[config.mk]
export PLATFORM = sky130hd
export DESIGN_NAME = dir_home_ctrl
export DESIGN_NICKNAME = d
export VERILOG_FILES = /design/src/rtl/dir_home_pkg.sv /design/src/rtl/dir_ram.sv /design/src/rtl/dir_inval_seq.sv /design/src/rtl/dir_home_ctrl.sv
export SDC_FILE = /design/constraint.sdc
export NUM_CORES = 1
export LEC_CHECK = 0
export BUFFER_PORTS_ARGS = -buffer_cell sky130_fd_sc_hd__buf_2
export CORE_MARGIN = 8
export CORE_UTILIZATION = 65
export CTS_CLUSTER_DIAMETER = 60
export DETAILED_ROUTE_END_ITERATION = 16
export GPL_ROUTABILITY_DRIVEN = 0
export PLACE_DENSITY_LB_ADDON = 0.08
export SLEW_MARGIN = 20
export SYNTH_ARGS = -nofsm -noshare
export SYNTH_HDL_FRONTEND = slang
export SYNTH_SLANG_ARGS = --single-unit
[constraint.sdc]
create_clock -name clk -period 13.8 [get_ports clk]
set_input_delay 2.76 -clock clk [delete_from_list [all_inputs] [get_ports clk]]
set_output_delay 2.76 -clock clk [all_outputs]
set_load 0.05 [all_outputs]
[src/rtl/dir_home_pkg.sv]
package dir_home_pkg;

  typedef enum logic [1:0] {
    DS_UNC = 2'd0,
    DS_SHR = 2'd1,
    DS_EXC = 2'd2
  } dstate_e;

  typedef enum logic [1:0] {
    RQ_READ  = 2'd0,
    RQ_WRITE = 2'd1,
    RQ_WBACK = 2'd2
  } rkind_e;

  typedef enum logic [2:0] {
    MO_NONE      = 3'd0,
    MO_INV       = 3'd1,
    MO_FETCH     = 3'd2,
    MO_FETCH_INV = 3'd3,
    MO_REPLY     = 3'd4
  } mkind_e;

  typedef enum logic [2:0] {
    PH_IDLE  = 3'd0,
    PH_INV   = 3'd1,
    PH_FETCH = 3'd2,
    PH_WAIT  = 3'd3,
    PH_REPLY = 3'd4
  } phase_e;

endpackage

[src/rtl/dir_ram.sv]
// Register array with one write port and one combinational read port.
// Cleared to zero by reset (small depth by design).
module dir_ram #(
  parameter int W     = 8,
  parameter int DEPTH = 16,
  parameter int AW    = 4
) (
  input  logic          clk,
  input  logic          rst_n,
  input  logic          we,
  input  logic [AW-1:0] waddr,
  input  logic [W-1:0]  wdata,
  input  logic [AW-1:0] raddr,
  output logic [W-1:0]  rdata
);

  logic [W-1:0] mem_q [DEPTH];

  always_ff @(posedge clk) begin
    if (!rst_n) begin
      for (int i = 0; i < DEPTH; i++) mem_q[i] <= '0;
    end else if (we) begin
      mem_q[waddr] <= wdata;
    end
  end

  assign rdata = mem_q[raddr];

endmodule

[src/rtl/dir_inval_seq.sv]
// Holds the set of sharers still to be invalidated and names the lowest one.
module dir_inval_seq #(
  parameter int NPROC = 4,
  parameter int PW    = 2
) (
  input  logic             clk,
  input  logic             rst_n,
  input  logic             load,
  input  logic [NPROC-1:0] load_mask,
  input  logic             take,
  output logic [PW-1:0]    dest,
  output logic             last
);

  logic [NPROC-1:0] pend_q;

  function automatic logic [PW-1:0] lowest_idx(input logic [NPROC-1:0] m);
    logic [PW-1:0] r;
    r = '0;
    for (int i = NPROC - 1; i >= 0; i--) if (m[i]) r = PW'(i);
    return r;
  endfunction

  function automatic logic at_most_one(input logic [NPROC-1:0] m);
    return (m & (m - NPROC'(1))) == '0;
  endfunction

  assign dest = lowest_idx(pend_q);
  assign last = at_most_one(pend_q);

  always_ff @(posedge clk) begin
    if (!rst_n)      pend_q <= '0;
    else if (load)   pend_q <= load_mask;
    else if (take)   pend_q <= pend_q & ~(NPROC'(1) << dest);
  end


  inv_shrink_chk: assert property (@(posedge clk) disable iff (!rst_n)
    take |=> ($countones(pend_q) == $countones($past(pend_q)) - 1)
             && ((pend_q & ~$past(pend_q)) == '0));

endmodule

[src/rtl/dir_home_ctrl.sv]
module dir_home_ctrl
  import dir_home_pkg::*;
#(
  parameter int NPROC = 4,
  parameter int NBLK  = 16,
  parameter int DW    = 32,
  localparam int PW   = (NPROC > 1) ? $clog2(NPROC) : 1,
  localparam int AW   = (NBLK > 1) ? $clog2(NBLK) : 1
) (
  input  logic          clk,
  input  logic          rst_n,
  input  logic          req_valid,
  output logic          req_ready,
  input  logic [1:0]    req_kind,
  input  logic [PW-1:0] req_proc,
  input  logic [AW-1:0] req_addr,
  input  logic [DW-1:0] req_data,
  input  logic          fbk_valid,
  input  logic [DW-1:0] fbk_data,
  output logic          out_valid,
  input  logic          out_ready,
  output logic [2:0]    out_kind,
  output logic [PW-1:0] out_dest,
  output logic [AW-1:0] out_addr,
  output logic [DW-1:0] out_data
);

  localparam int EW = 2 + NPROC;

  function automatic logic [NPROC-1:0] proc_bit(input logic [PW-1:0] p);
    return NPROC'(1) << p;
  endfunction

  function automatic logic [PW-1:0] owner_of(input logic [NPROC-1:0] sh);
    logic [PW-1:0] r;
    r = '0;
    for (int i = 0; i < NPROC; i++) if (sh[i]) r = PW'(i);
    return r;
  endfunction

  function automatic logic [EW-1:0] pack_entry(input dstate_e s, input logic [NPROC-1:0] sh);
    return {s, sh};
  endfunction

  phase_e        ph_q, ph_d;
  rkind_e        kind_q;
  logic [PW-1:0] proc_q, owner_q;
  logic [AW-1:0] addr_q;

  // named events
  logic acc_fire, out_fire, inv_fire, fbk_take;

  logic [EW-1:0] dir_rdata, dir_wdata;
  logic          dir_we;
  logic [AW-1:0] wr_addr;
  logic [DW-1:0] mem_rdata, mem_wdata;
  logic          mem_we;

  dstate_e          cur_state;
  logic [NPROC-1:0] cur_sh, req_bit, others;
  rkind_e           req_k;

  logic          seq_load, seq_last;
  logic [PW-1:0] seq_dest;

  assign req_ready = (ph_q == PH_IDLE);
  assign acc_fire  = req_valid && req_ready;
  assign out_fire  = out_valid && out_ready;
  assign inv_fire  = out_fire && (ph_q == PH_INV);
  assign fbk_take  = fbk_valid && (ph_q == PH_WAIT);

  assign req_k     = rkind_e'(req_kind);
  assign cur_state = dstate_e'(dir_rdata[EW-1 -: 2]);
  assign cur_sh    = dir_rdata[NPROC-1:0];
  assign req_bit   = proc_bit(req_proc);
  assign others    = cur_sh & ~req_bit;
  assign wr_addr   = (ph_q == PH_IDLE) ? req_addr : addr_q;

  dir_ram #(.W(EW), .DEPTH(NBLK), .AW(AW)) u_dir (
    .clk(clk), .rst_n(rst_n), .we(dir_we), .waddr(wr_addr),
    .wdata(dir_wdata), .raddr(req_addr), .rdata(dir_rdata)
  );

  dir_ram #(.W(DW), .DEPTH(NBLK), .AW(AW)) u_mem (
    .clk(clk), .rst_n(rst_n), .we(mem_we), .waddr(wr_addr),
    .wdata(mem_wdata), .raddr(addr_q), .rdata(mem_rdata)
  );

  dir_inval_seq #(.NPROC(NPROC), .PW(PW)) u_seq (
    .clk(clk), .rst_n(rst_n), .load(seq_load), .load_mask(others),
    .take(inv_fire), .dest(seq_dest), .last(seq_last)
  );

  always_comb begin
    ph_d      = ph_q;
    dir_we    = 1'b0;
    dir_wdata = '0;
    mem_we    = 1'b0;
    mem_wdata = req_data;
    seq_load  = 1'b0;
    unique case (ph_q)
      PH_IDLE: if (acc_fire) begin
        unique case (req_k)
          RQ_READ: begin
            if (cur_state == DS_EXC) ph_d = PH_FETCH;
            else begin
              dir_we    = 1'b1;
              dir_wdata = pack_entry(DS_SHR, (cur_state == DS_SHR) ? (cur_sh | req_bit) : req_bit);
              ph_d      = PH_REPLY;
            end
          end
          RQ_WRITE: begin
            if (cur_state == DS_EXC) ph_d = PH_FETCH;
            else if (cur_state == DS_SHR && others != '0) begin
              seq_load = 1'b1;
              ph_d     = PH_INV;
            end else begin
              dir_we    = 1'b1;
              dir_wdata = pack_entry(DS_EXC, req_bit);
              ph_d      = PH_REPLY;
            end
          end
          default: begin
            if (cur_state == DS_EXC && cur_sh == req_bit) begin
              mem_we    = 1'b1;
              dir_we    = 1'b1;
              dir_wdata = pack_entry(DS_UNC, '0);
            end
          end
        endcase
      end
      PH_INV: if (inv_fire && seq_last) begin
        dir_we    = 1'b1;
        dir_wdata = pack_entry(DS_EXC, proc_bit(proc_q));
        ph_d      = PH_REPLY;
      end
      PH_FETCH: if (out_fire) ph_d = PH_WAIT;
      PH_WAIT: if (fbk_take) begin
        mem_we    = 1'b1;
        mem_wdata = fbk_data;
        dir_we    = 1'b1;
        dir_wdata = (kind_q == RQ_READ)
                  ? pack_entry(DS_SHR, proc_bit(owner_q) | proc_bit(proc_q))
                  : pack_entry(DS_EXC, proc_bit(proc_q));
        ph_d      = PH_REPLY;
      end
      PH_REPLY: if (out_fire) ph_d = PH_IDLE;
      default: ph_d = PH_IDLE;
    endcase
  end

  always_ff @(posedge clk) begin
    if (!rst_n) begin
      ph_q    <= PH_IDLE;
      kind_q  <= RQ_READ;
      proc_q  <= '0;
      owner_q <= '0;
      addr_q  <= '0;
    end else begin
      ph_q <= ph_d;
      if (acc_fire) begin
        kind_q  <= req_k;
        proc_q  <= req_proc;
        addr_q  <= req_addr;
        owner_q <= owner_of(cur_sh);
      end
    end
  end

  always_comb begin
    out_valid = 1'b0;
    out_kind  = MO_NONE;
    out_dest  = proc_q;
    out_data  = '0;
    unique case (ph_q)
      PH_INV: begin
        out_valid = 1'b1;
        out_kind  = MO_INV;
        out_dest  = seq_dest;
      end
      PH_FETCH: begin
        out_valid = 1'b1;
        out_kind  = (kind_q == RQ_WRITE) ? MO_FETCH_INV : MO_FETCH;
        out_dest  = owner_q;
      end
      PH_REPLY: begin
        out_valid = 1'b1;
        out_kind  = MO_REPLY;
        out_data  = mem_rdata;
      end
      default: ;
    endcase
  end
  assign out_addr = addr_q;

  // ---------------- assertions ----------------
  logic          inv_seen_q;
  logic [PW-1:0] last_inv_q;
  always_ff @(posedge clk) begin
    if (!rst_n) begin
      inv_seen_q <= 1'b0;
      last_inv_q <= '0;
    end else if (acc_fire) begin
      inv_seen_q <= 1'b0;
    end else if (inv_fire) begin
      inv_seen_q <= 1'b1;
      last_inv_q <= out_dest;
    end
  end


  inv_ascend_chk: assert property (@(posedge clk) disable iff (!rst_n)
    (inv_fire && inv_seen_q) |-> (out_dest > last_inv_q));


  msg_hold_chk: assert property (@(posedge clk) disable iff (!rst_n)
    (out_valid && !out_ready) |=> out_valid && $stable(out_kind) && $stable(out_dest)
                                  && $stable(out_addr) && $stable(out_data));


  one_at_a_time_chk: assert property (@(posedge clk) disable iff (!rst_n)
    (acc_fire && req_k != RQ_WBACK) |=> !req_ready);


  excl_single_owner_chk: assert property (@(posedge clk) disable iff (!rst_n)
    (dir_we && dir_wdata[EW-1 -: 2] == DS_EXC) |-> ($countones(dir_wdata[NPROC-1:0]) == 1));


  unc_empty_chk: assert property (@(posedge clk) disable iff (!rst_n)
    (dir_we && dir_wdata[EW-1 -: 2] == DS_UNC) |-> (dir_wdata[NPROC-1:0] == '0));


  fetch_then_wait_chk: assert property (@(posedge clk) disable iff (!rst_n)
    (out_fire && (out_kind == MO_FETCH || out_kind == MO_FETCH_INV)) |=> !out_valid && !req_ready);

endmodule

==> results of run 1 <==
-- where the power goes --
group	total, W	switching, W	leakage (nW)	internal [W]
clock network	0.00153	0.000689	0.861	0.000841
registers	0.00222	0.0000577	6.45	0.00216
logic	0.000667	0.000442	2.98	0.000225
-- worst max-delay path, delay by kind of cell --
kind / cells / cell delay [ps]
adders and majority gates: 1 / 230
buffers and inverters: 2 / 730
muxes: 2 / 1140
and+or+nand+nor: 6 / 2730
-- how the worst min path moves through the flow --
stage	start	endpoint	slack (ps)	depth (start not counted)
after floorplan	kind_q[1]$_SDFFE_PN0P_	kind_q[1]$_SDFFE_PN0P_	470	2
after global placement	kind_q[1]$_SDFFE_PN0P_	kind_q[1]$_SDFFE_PN0P_	480	2
after detailed placement	proc_q[1]$_SDFFE_PN0P_	proc_q[1]$_SDFFE_PN0P_	500	2
after CTS	proc_q[1]$_SDFFE_PN0P_	proc_q[1]$_SDFFE_PN0P_	510	2
after global routing	kind_q[1]$_SDFFE_PN0P_	kind_q[1]$_SDFFE_PN0P_	530	2
final	proc_q[1]$_SDFFE_PN0P_	proc_q[1]$_SDFFE_PN0P_	510	2
-- Yosys cell counts, drive strengths merged (21+ instances only) --
library cell / instances / area (um2)
edfxtp: 608 / 18300
nor2: 546 / 2050
mux4: 188 / 4230
clkbuf: 142 / 534
nand2: 90 / 338
a211oi: 65 / 488
buf: 46 / 233
nor2b: 37 / 231
mux2: 34 / 383
nor3: 33 / 165
o21ai: 24 / 120
dfxtp: 21 / 420
-- flip-flops by register name, summed over array words and instances (netlist names), named ones only --
| register | count |
|---|---|
| kind_q | 2 |
| out_addr | 4 |
| owner_q | 2 |
| ph_q | 3 |
| proc_q | 2 |
| u_dir.mem_q | 96 |
| u_mem.mem_q | 512 |
| u_seq.pend_q | 4 |
-- cell type report --
cell class	count	area, um2
Clock buffer	77	1590
Clock inverter	28	186
Fill cell	2858	12100
Inverter	18	67.6
Multi-Input combinational cell	1146	9080
Sequential cell	629	18700
Tap cell	585	732
Timing Repair Buffer	134	711
-- per-stage QoR --
stage          util (%)  hold WS [ps]  setup slack, ps  area [um2]
3_5_place_dp       67.8           499             5760       29300
2_1_floorplan         -           466             6330       28500
6_report           71.9           512             6400       31000
5_1_grt            71.9           532             6070       31000
4_1_cts            71.9           508             6400       31000
3_3_place_gp       67.8           479             5830       29300
-- routing by layer --
metal | up-vias | global-route usage, %
met3 | 128 | 9.67
met4 | 6 | 7.59
met1 | 8885 | 43.9
met5 | - | 0
li1 | 7390 | -
met2 | 1167 | 41.4
-- cells by family after synthesis --
logic type / count (synthesis) / share of synthesized area (%)
compound gates: 145 / 3.65
fa+ha+maj: 9 / 0.387
buf+inv: 206 / 2.93
flops: 629 / 65.6
mux: 227 / 16.4
simple gates: 765 / 11.1
==> impl_metrics.toml, run 1 <==
[sta]
finalClockSkew_ps = 22.1
tns_ps = 0
setup_viol = 0
max_freq_ghz = 0.135
rsz0062_at_grt = "false"
fin_crit_sh_pct = 53.6
hold_violations = 0
fin_crit_ps = 7400
max_slew_margin_pct = 20.7
worst_slew_pin_slew_ps = 1190
drv_slew = 0

[global_route]
grt-ovfl-total = 0
grt_max_degree = 54
groute.usage.overall_pct = 29.3
grt_pass1_vias = 16900
grt_pass1_wl_um = 109000
antenna_found_initial = 6

[routing]
highest-signal-layer = "met5"
drt_iter0_drc = 2726
wl_met1_um = 29100
dr.pass1.iters = 5
avgRoutedWirePerCell_um = 28.2
routed_wirelength_um = 73900
route.detailed.drc = 0
vias = 17600
drtAntennaViolNets = 0
vias_per_cell = 6.72
route.met2.wl_um = 32300
wl_met3_um = 10700

[power_and_ir_drop]
p_per_area_mw_per_mm2 = 142
vdd_drop_max_mv = 0.117
total_power_w = 0.00441
leakage_nw = 10.3

[logic_synthesis]
synth_seq_cells = 629
synth_area_per_cell_um2 = 14.4
synthArstFlopShare_pct = 0
ys_warn_count = 0
syn-num-nets = 2066
synth_edf_count = 608
syn-instance-count = 1981
synth_ff_type = "edfxtp_1"
syn_area_mm2 = 0.0285
yosysSeqAreaShare_pct = 65.6
synth.distinct_cells = 53

[setup_path]
r2r_start = "u_dir.mem_q[11][1]$_SDFFCE_PN0P_"
critPathLaunch = "req_addr[0]"
rr_worst_depth = 10
reg2reg_slack_ps = 8880
start_kind = "input pin"
cp_max_fo = 33
path_cells = "buf_2 -> mux4_2 -> mux4_2 -> inv_1 -> ha_1 -> nor4_1 -> and3_1 -> nand4_1 -> and3_1 -> or3_2 -> nand2_2"
critPathArrivalTime_ps = 7640
cp_slowest_cell = "or3_2"
critPathMaxStageDelay_ps = 880
crit_required_ps = 14040
r2r-end = "u_mem.mem_q[0][31]$_SDFFCE_PN0P_"
cp-end-kind = "flop"
endpoint = "u_mem.mem_q[0][31]$_SDFFCE_PN0P_"
crit_type = "in -> reg"

[clock_network]
htreeDepth = 2
cts_resized = 0
root_buffer = "clkbuf_16"
cts_tree = "yes"
post_cts_buffers = 0
cts_sinks = 629
path_clk_slew_ps = 60
cts-buffers-inserted = 60
postCtsHoldBufs = 0
clk_path_buf_depth = 3
clock_latency_ps = 620

[floorplanning]
rows = 76
dieArea_mm2 = 0.0508
io_pins = 120
core_area_mm2 = 0.0432
die_w_um = 225
start_util_pct = 66.0
die_h_um = 225

[place]
port-buffer-count = 119
dp_cells = 2512
dpl.hpwl_um = 49100

[run_status]
outcome = "finished, final reports clean"

[cells_and_area]
nets = 2074
final_common_cell = "edfxtp_1"
area_growth_pct = 8.99
diodes = 0
final_cell_mix = "edfxtp_1 (608), nor2_1 (546), mux4_2 (188)"
instances_no_fill = 2617
drive_gt1_share_pct = 23.6

[hold_path]
hp-class = "reg -> reg"

[run]
maxCapViolCount = 0
Note: power is estimated with default switching activity, not from simulation.
==> inputs of run 2 (changes only) <==
CORE_UTILIZATION = 62   (was 65)
clock period = 7.75 ns   (was 13.8 ns; I/O delays follow)
==> run 2 against run 1 <==
Against the previous run: global-route usage is 0.82 points lower; routed wire length is 2.5% higher; final cell count is 1.1% higher; worst hold slack worse by 15 ps; sequential share of layout area is 0.74 points lower; combinational power is 72% higher; die area is 4.5% higher; non-clock buffer count is 6 higher; utilization is 2.6 points lower; sequential cell count stayed put; worst setup slack worse by 4900 ps.
==> impl_metrics.toml, run 2 (same netlist as run 1, synthesis figures left out) <==
[setup_path]
cp-end-kind = "flop"
critPathArrivalTime_ps = 6440
r2r_start = "u_dir.mem_q[11][1]$_SDFFCE_PN0P_"
rr_worst_depth = 10
crit_type = "in -> reg"
reg2reg_slack_ps = 2780
r2r-end = "u_mem.mem_q[0][21]$_SDFFCE_PN0P_"
crit_required_ps = 7950
start_kind = "input pin"
cp_max_fo = 33

[floorplanning]
die_h_um = 230
io_pins = 120
core_area_mm2 = 0.0454
die_w_um = 230
rows = 78
dieArea_mm2 = 0.0531
start_util_pct = 62.8

[power_and_ir_drop]
leakage_nw = 10.5
p_per_area_mw_per_mm2 = 262
total_power_w = 0.00822
vdd_drop_max_mv = 0.253

[run]
maxCapViolCount = 0

[routing]
route.detailed.drc = 0
drtAntennaViolNets = 0
drt_iter0_drc = 2515
vias = 17700
avgRoutedWirePerCell_um = 28.6
routed_wirelength_um = 75700
vias_per_cell = 6.68
dr.pass1.iters = 5

[global_route]
grt-ovfl-total = 0
grt_pass1_vias = 17400
grt_max_degree = 97
groute.usage.overall_pct = 28.5
antenna_found_initial = 3
grt_pass1_wl_um = 113000

[sta]
rsz0062_at_grt = "false"
setup_viol = 0
finalClockSkew_ps = 19.2
drv_slew = 0
tns_ps = 0
hold_violations = 0
worst_slew_pin_slew_ps = 1110
fin_crit_ps = 6240
max_slew_margin_pct = 25.8
max_freq_ghz = 0.160
fin_crit_sh_pct = 80.5
layout_setup_ws_ps = 1510

[place]
dp_slack_ps = 937
dpl.hpwl_um = 48700
port-buffer-count = 119

[clock_network]
path_clk_slew_ps = 60
cts_sinks = 629
clock_latency_ps = 590
htreeDepth = 3
root_buffer = "clkbuf_16"
cts_tree = "yes"
cts_resized = 0
clk_path_buf_depth = 3
post_cts_buffers = 0
cts-buffers-inserted = 66
postCtsHoldBufs = 0

[hold_path]
whs_path_depth = 2
hp-class = "reg -> reg"
worstHoldStart = "proc_q[1]$_SDFFE_PN0P_"
hold_path_end = "proc_q[1]$_SDFFE_PN0P_"

[cells_and_area]
final_cell_mix = "edfxtp_1 (608), nor2_1 (546), mux4_2 (188)"
fin_util_pct = 69.3
drive_gt1_share_pct = 24.4
regMostFlops = "u_mem.mem_q"
largestRegisters = "u_mem.mem_q x512, u_dir.mem_q x96"
final_common_cell = "edfxtp_1"
nets = 2086
largest_register_ffs = 512
area_growth_pct = 10.3

[run_status]
outcome = "finished, final reports clean"
[run 2: critical path, cell delays in order]
cell and delay [ps]:
buf_2 600, mux4_2 600, mux4_2 530, inv_1 80, ha_1 220, nor4_1 300
and3_1 290, nand4_1 110, and3_1 410, or3_2 900, nand2_2 790
[run 2: through the flow]
step | instance area [um2] | cells | hold slack, ps
3_5_place_dp | 29400 | 2533 | 491
6_report | 31400 | 2645 | 497
5_1_grt | 31400 | 2644 | 527
2_1_floorplan | 28500 | 1981 | 466
4_1_cts | 31400 | 2644 | 499
3_3_place_gp | 29400 | 2533 | 481
[run 2: worst max-delay path by stage]
stage	from	end	slack, ps	cells after the start
6_report	req_addr[0]	u_mem.mem_q[0][21]$_SDFFCE_PN0P_	1510	11
5_1_grt	req_addr[0]	u_mem.mem_q[0][21]$_SDFFCE_PN0P_	1310	11
4_1_cts	req_addr[0]	u_mem.mem_q[0][15]$_SDFFCE_PN0P_	1540	11
3_5_place_dp	req_addr[0]	u_mem.mem_q[0][18]$_SDFFCE_PN0P_	940	11
3_3_place_gp	req_addr[0]	u_mem.mem_q[0][0]$_SDFFCE_PN0P_	1010	11
2_1_floorplan	req_addr[0]	u_mem.mem_q[7][0]$_SDFFCE_PN0P_	1490	16
[run 2: power by group]
part / switching [W] / total, W / internal, W
sequential: 0.000115 / 0.00396 / 0.00385
combinational: 0.000745 / 0.00115 / 0.000400
clock: 0.00129 / 0.00312 / 0.00182
[run 2: final cells by class]
type	count	area, um2
Timing Repair Buffer	140	768
Clock inverter	31	313
Fill cell	3091	13900
Tap cell	600	751
Sequential cell	629	18700
Clock buffer	80	1770
Inverter	18	67.6
Antenna cell	1	2.50
Multi-Input combinational cell	1146	9080
[run 2: metal layers]
layer  track usage [%]  vias to the layer above  share of wire (%)
li1                  -                     7426                  -
met1              40.3                     8972                 39
met2              45.4                     1144                 48
met3              5.43                      134                 10
met4              8.08                        2                2.6
met5                 0                        -              0.017
